$ cat src/rtl/rle_dec_pkg.sv
package rle_dec_pkg;

  // Decoder interpretation of the next record
  typedef enum logic [0:0] {
    ST_SAMPLE = 1'b0,
    ST_LENGTH = 1'b1
  } dec_state_t;

endpackage

$ cat src/rtl/rle_slice_unpack.sv
module rle_slice_unpack #(
  parameter int WORD_W = 32,
  parameter int REC_W  = 36
) (
  input  logic              clk,
  input  logic              rst,
  input  logic [WORD_W-1:0] in_data,
  input  logic              in_valid,
  output logic              in_ready,
  output logic              rec_valid,
  output logic [REC_W-1:0]  rec_data,
  input  logic              rec_ready
);

  localparam int NIB_W   = REC_W - WORD_W;
  localparam int SLICE_N = WORD_W / NIB_W;
  localparam int IDX_W   = $clog2(SLICE_N);
  localparam int WR_W    = $clog2(SLICE_N + 1);

  // Low words of the slice: write-only port, asynchronous read (distributed RAM)
  logic [WORD_W-1:0] low_mem [SLICE_N];
  logic [WORD_W-1:0] nib_word;
  logic [WR_W-1:0]   wr_idx;
  logic [IDX_W-1:0]  rd_idx;
  logic              draining;
  logic              accept;
  logic              is_nib_word;
  logic              take;
  logic [WORD_W-1:0] nib_shifted;
  logic [NIB_W-1:0]  rec_nib;

  assign in_ready    = !draining;
  assign accept      = in_valid && in_ready;
  assign is_nib_word = (wr_idx == WR_W'(SLICE_N));
  assign take        = rec_valid && rec_ready;
  assign rec_valid   = draining;

  always_ff @(posedge clk) begin
    if (accept && !is_nib_word) begin
      low_mem[wr_idx[IDX_W-1:0]] <= in_data;
    end
  end

  always_ff @(posedge clk) begin
    if (rst) begin
      wr_idx   <= '0;
      rd_idx   <= '0;
      draining <= 1'b0;
      nib_word <= '0;
    end else begin
      if (accept) begin
        if (is_nib_word) begin
          nib_word <= in_data;
          wr_idx   <= '0;
          rd_idx   <= '0;
          draining <= 1'b1;
        end else begin
          wr_idx <= wr_idx + WR_W'(1);
        end
      end
      if (take) begin
        rd_idx <= rd_idx + IDX_W'(1);
        if (rd_idx == IDX_W'(SLICE_N - 1)) begin
          draining <= 1'b0;
        end
      end
    end
  end

  // Record k's nibble: the packed word shifted so bits [35:32] of (word << 4k+4) land low
  always_comb begin
    int sh;
    sh          = WORD_W - NIB_W * (int'(rd_idx) + 1);
    nib_shifted = nib_word >> sh;
    rec_nib     = nib_shifted[NIB_W-1:0];
    rec_data    = {rec_nib, low_mem[rd_idx]};
  end

  AST_SLICE_LOCK: assert property (@(posedge clk) disable iff (rst)
    (accept && is_nib_word) |=> (rec_valid && !in_ready));

  AST_SLICE_FREE: assert property (@(posedge clk) disable iff (rst)
    (take && rd_idx == IDX_W'(SLICE_N - 1)) |=> in_ready);

  AST_REC_HOLD: assert property (@(posedge clk) disable iff (rst)
    (rec_valid && !rec_ready) |=> $stable(rec_data));

endmodule

$ cat src/rtl/rle_run_engine.sv
module rle_run_engine
  import rle_dec_pkg::*;
#(
  parameter int CH_W  = 34,
  parameter int REC_W = 36
) (
  input  logic             clk,
  input  logic             rst,
  input  logic             rec_valid,
  input  logic [REC_W-1:0] rec_data,
  output logic             rec_ready,
  input  logic             stop,
  output logic             fire,
  output logic             out_valid,
  output logic [CH_W-1:0]  out_sample
);

  localparam int RUN_W   = REC_W + 2;
  localparam int RUN_BIT = CH_W;
  localparam int EXT_BIT = CH_W + 1;

  dec_state_t        state;
  logic [RUN_W-1:0]  run;
  logic [CH_W-1:0]   cur;
  logic              take;
  logic              last_beat;
  logic [RUN_W-1:0]  base_run;
  logic [RUN_W-1:0]  ext_run;

  assign fire      = (state == ST_SAMPLE) && (run != '0) && !stop;
  assign last_beat = fire && (run == RUN_W'(1));
  assign rec_ready = !stop && ((state == ST_LENGTH) || (run == '0) || last_beat);
  assign take      = rec_valid && rec_ready;
  assign base_run  = {{(RUN_W-2){1'b0}}, 2'(rec_data[RUN_BIT]) + 2'd1};
  assign ext_run   = {1'b0, rec_data, 1'b0};

  always_ff @(posedge clk) begin
    if (rst) begin
      state      <= ST_SAMPLE;
      run        <= '0;
      cur        <= '0;
      out_valid  <= 1'b0;
      out_sample <= '0;
    end else begin
      out_valid <= fire;
      if (fire) begin
        out_sample <= cur;
      end
      if (take) begin
        if (state == ST_SAMPLE) begin
          cur   <= rec_data[CH_W-1:0];
          run   <= base_run;
          state <= rec_data[EXT_BIT] ? ST_LENGTH : ST_SAMPLE;
        end else begin
          run   <= run + ext_run;
          state <= ST_SAMPLE;
        end
      end else if (fire) begin
        run <= run - RUN_W'(1);
      end
    end
  end

  AST_LEN_SILENT: assert property (@(posedge clk) disable iff (rst)
    (state == ST_LENGTH) |=> !out_valid);

  AST_RUN_STEP: assert property (@(posedge clk) disable iff (rst)
    (fire && !take) |=> (run == $past(run) - RUN_W'(1)));

  AST_FLAG_TO_LEN: assert property (@(posedge clk) disable iff (rst)
    (take && state == ST_SAMPLE && rec_data[EXT_BIT]) |=> (state == ST_LENGTH));

  AST_LEN_RETURN: assert property (@(posedge clk) disable iff (rst)
    (take && state == ST_LENGTH) |=> (state == ST_SAMPLE && run >= $past(run)));

  AST_BACK_TO_BACK: assert property (@(posedge clk) disable iff (rst)
    (last_beat && rec_valid) |=> (run != '0 || state == ST_LENGTH));

endmodule

$ cat src/rtl/rle_emit_counter.sv
module rle_emit_counter #(
  parameter int CNT_W = 32
) (
  input  logic             clk,
  input  logic             rst,
  input  logic             fire,
  input  logic [CNT_W-1:0] max_samples,
  output logic             hit
);

  logic [CNT_W-1:0] count;

  always_ff @(posedge clk) begin
    if (rst) begin
      count <= '0;
    end else if (fire) begin
      count <= count + CNT_W'(1);
    end
  end

  assign hit = (max_samples != '0) && (count >= max_samples);

  AST_CNT_STEP: assert property (@(posedge clk) disable iff (rst)
    fire |=> (count == $past(count) + CNT_W'(1)));

  AST_CNT_FROZEN: assert property (@(posedge clk) disable iff (rst)
    hit |=> (count == $past(count)));

  AST_NO_OVERRUN: assert property (@(posedge clk) disable iff (rst)
    (max_samples != '0) |-> (count <= max_samples));

endmodule

$ cat src/rtl/rle_stream_decoder.sv
module rle_stream_decoder #(
  parameter int CH_W   = 34,
  parameter int WORD_W = 32,
  parameter int CNT_W  = 32
) (
  input  logic              clk,
  input  logic              rst,
  input  logic [CNT_W-1:0]  max_samples,
  input  logic [WORD_W-1:0] in_data,
  input  logic              in_valid,
  output logic              in_ready,
  output logic              out_valid,
  output logic [CH_W-1:0]   out_sample,
  output logic              limit_hit
);

  localparam int REC_W = CH_W + 2;

  logic             rec_valid;
  logic [REC_W-1:0] rec_data;
  logic             rec_ready;
  logic             fire;

  rle_slice_unpack #(
    .WORD_W (WORD_W),
    .REC_W  (REC_W)
  ) u_unpack (
    .clk       (clk),
    .rst       (rst),
    .in_data   (in_data),
    .in_valid  (in_valid),
    .in_ready  (in_ready),
    .rec_valid (rec_valid),
    .rec_data  (rec_data),
    .rec_ready (rec_ready)
  );

  rle_run_engine #(
    .CH_W  (CH_W),
    .REC_W (REC_W)
  ) u_engine (
    .clk        (clk),
    .rst        (rst),
    .rec_valid  (rec_valid),
    .rec_data   (rec_data),
    .rec_ready  (rec_ready),
    .stop       (limit_hit),
    .fire       (fire),
    .out_valid  (out_valid),
    .out_sample (out_sample)
  );

  rle_emit_counter #(
    .CNT_W (CNT_W)
  ) u_count (
    .clk         (clk),
    .rst         (rst),
    .fire        (fire),
    .max_samples (max_samples),
    .hit         (limit_hit)
  );

  AST_QUIET_AFTER_LIMIT: assert property (@(posedge clk) disable iff (rst)
    limit_hit |=> !out_valid);

  AST_RESET_IDLE: assert property (@(posedge clk)
    rst |=> (!out_valid && in_ready && !limit_hit));

endmodule

$ cat config.mk
export PLATFORM = sky130hd
export DESIGN_NAME = rle_stream_decoder
export DESIGN_NICKNAME = d
export VERILOG_FILES = /design/src/rtl/rle_dec_pkg.sv /design/src/rtl/rle_slice_unpack.sv /design/src/rtl/rle_run_engine.sv /design/src/rtl/rle_emit_counter.sv /design/src/rtl/rle_stream_decoder.sv
export SDC_FILE = /design/constraint.sdc
export NUM_CORES = 1
export LEC_CHECK = 0
export BUFFER_PORTS_ARGS = -buffer_cell sky130_fd_sc_hd__buf_2
export CAP_MARGIN = 20
export CORE_MARGIN = 8
export CORE_UTILIZATION = 56
export DETAILED_ROUTE_END_ITERATION = 16
export GPL_TIMING_DRIVEN = 1
export PLACE_DENSITY = 0.75
export SYNTH_ARGS = -nofsm -noshare
export SYNTH_HDL_FRONTEND = slang
export SYNTH_SLANG_ARGS = --single-unit
export TNS_END_PERCENT = 100
$ cat constraint.sdc
create_clock -name clk -period 4.2 [get_ports clk]
set_input_delay 0 -clock clk [delete_from_list [all_inputs] [get_ports clk]]
set_output_delay 0 -clock clk [all_outputs]
set_load 0.1 [all_outputs]
==> reports/results.ini <==
[timing]
holdWs_ns=0.244
fin_skew_ns=0.0383
finalHoldViolCount=0
finalMaxSlewViolations=0
finalSetupViolCount=0
period_share_pct=94.4
fmax_mhz=252
worstMarginPinSlew_ns=0.922
max_slew_margin_pct=38.0
rsz0062_at_grt=no
tns_ns=0
fin_crit_ns=3.97

[yosys]
synth_nets=1910
ys.flop_type=edfxtp_1
ys_top_cells_by_area=edfxtp_1 38%, dfxtp_1 18%, mux4_2 8.0%, ha_1 4.8%, nand2_1 3.9%
synth_most_common_cell=edfxtp_1
synth_seq_cells=439
synthCells=1765
yosys.area.top_type=edfxtp_1
yosysWarnings=0
yosys.cell_types.count=75
synthArstFlopShare_pct=0
yosysSeqAreaShare_pct=56.0
ys_top_cells_by_count=256 x edfxtp_1, 211 x nand2_1, 199 x nor2_1, 183 x dfxtp_1, 152 x a21oi_1
synth_edf_count=256
synthesis.area_um2=20300
synth_top_cell_area_share_pct=37.9
synth_area_per_cell_um2=11.5

[placed_design]
port_buffers=103
dpl.hpwl_mm=34.4
dp.cells=2282
routabilityCongestion=0.930

[setup_path]
cp-end-kind=flop
required_ns=4.62
arrival_ns=4.39
critical_path_class=reg2reg
startpoint_type=flop
critPathMaxFanout=12

[clock_tree]
numClockSinks=439
cts_buffers=45
clk_pin_slew_ns=0.06
cts_tree=built
htreeDepth=2
clk_latency_ns=0.59
clock-root-buffer=clkbuf_16
clock_path_buffers=3

[finish]
drive_above_1_share_pct=18.4
syn_to_final_growth_pct=15.8
fin_util_pct=66.0
nets=2050
instances_no_fill=2404

[die]
die_x_um=206
die_area_um2=42500
core_area_um2=35600
initial_core_util_pct=57.0
ios=104
die_h_um=206
num_rows=69

[grt]
grt_pass1_wl_mm=79.2
grt_max_degree=114
overflow=0
antenna_found_initial=2
grt_use_total_pct=24.0
grt_pass1_vias=14400

[drt]
routed_wl_mm=51.1
drt_pre_antenna_iters=7
route.detailed.drc=0
drtIter0Drc=1116
vias=14500
final_antenna_net_count=0
avgViaCountPerCell=6.02
routedWlPerCell_um=21.3

[power_and_ir_drop]
power_leakage_nw=8.56
p_per_area_nw_per_um2=532
peakVddDrop_mv=0.493
total_power_mw=12.5

[hold_path]
hp-class=in2reg

[flow_run]
maxCapViolCount=0

[run_status]
status=finished, final reports clean

==> metrics by stage <==
step,worst slack [ns],area [µm²]
final,0.234,23500
after detailed placement,0.103,21400
after global placement,0.165,21400
after floorplan,0.113,20300
after CTS,0.0180,23400
after global routing,0.0174,23500
==> state kept, by name, indices dropped and copies added (netlist names), named ones only <==
register	flops
u_unpack.wr_idx	4
u_engine.out_valid	1
u_engine.out_sample	34
u_count.count	32
u_engine.state	1
u_unpack.low_mem	256
u_unpack.rd_idx	3
u_unpack.rec_valid	1
u_engine.run	38
u_engine.cur	34
u_unpack.nib_word	32
==> worst max-delay path: stages, from the launching register on <==
cell      delay (ns)
dfxtp_4         0.43
buf_12          0.19
buf_12          0.17
mux4_2          0.51
mux2_2          0.34
ha_1            0.40
a21o_1          0.22
a211oi_2        0.26
nor2b_1         0.17
a21oi_1         0.13
a31oi_1         0.24
buf_4           0.18
o21ai_0         0.10
o211ai_1        0.15
mux2i_1         0.21
a211oi_1        0.09
==> final cells by class <==
cell class | instances | area, µm²
flip-flops and latches | 439 | 11400
clock inverters | 23 | 420
multi-input cells | 1188 | 8400
well taps | 461 | 577
repair buffers | 178 | 1260
clock buffers | 61 | 1250
inverters | 53 | 199
diodes | 1 | 2.50
fillers | 2662 | 12100
==> what timing repair did <==
item,4_1_cts,5_1_grt
setup buffers,0,3
endpoints found under the setup margin,0,9
endpoints found under the hold margin,293,0
gates resized for setup,0,4
hold buffers,34,0
==> power breakdown <==
part           leakage, nW  total [mW]  internal [mW]  switching [mW]
Clock                0.807        4.43           2.73            1.70
Combinational         3.95        3.00           1.18            1.82
Sequential            3.81        5.06           4.77           0.292
Total                 8.56        12.5           8.67            3.81
==> worst paths after layout <==
path	depth (start not counted)	slack, ns	start	end
min reg2reg	2	0.45	u_engine.out_sample[21]$_SDFFE_PP0P_	u_engine.out_sample[21]$_SDFFE_PP0P_
min	2	0.24	in_data[18]	u_unpack.low_mem[6][18]$_DFFE_PP_
max reg2reg	15	0.23	flop	u_engine.run[35]$_SDFFE_PP0P_
max	15	0.23	flop	u_engine.run[35]$_SDFFE_PP0P_
==> placed cells by master, fill, tap and decap left out, types with 8 or more instances in the layout <==
cell type      instances
o21bai_1               8
or2_2                  8
buf_2                102
clkbuf_16             46
inv_1                 53
nand2_1              211
nand4_1               17
nand3_1               33
a21o_1                11
buf_4                 34
nor3_1                72
a21oi_1              152
nor2_1               193
nor4_1                18
xor2_1                37
dfxtp_1              181
xnor2_1               35
o21ai_0               36
and3_1                12
clkbuf_1              11
and2_1                10
ha_1                  77
bufinv_16             10
mux2_2                32
and4_1                 8
a31oi_1               11
edfxtp_1             256
or3_1                  8
o22ai_1               10
mux4_2                72
a211oi_1              13
dlygate4sd3_1         34
==> kinds of logic after synthesis <==
kind of cell | share of synthesized area [%]
AOI/OAI and AO/OA | 8.75
buffers and inverters | 2.95
and+or+nand+nor | 14.2
DFF | 56.0
muxes | 10.1
xor gates and xnor gates | 3.11
adders and majority gates | 4.85
==> per-layer routing <==
| metal | wire length (µm) | global-route usage (%) | part of all wire [%] |
|---|---|---|---|
| met4 | 1560 | 8.37 | 3.0 |
| met2 | 25400 | 40.7 | 50 |
| met5 | 13 | 0 | 0.025 |
| met1 | 20200 | 29.7 | 40 |
| met3 | 3900 | 5.63 | 7.6 |
No activity file was read; power rests on OpenSTA's default activity.
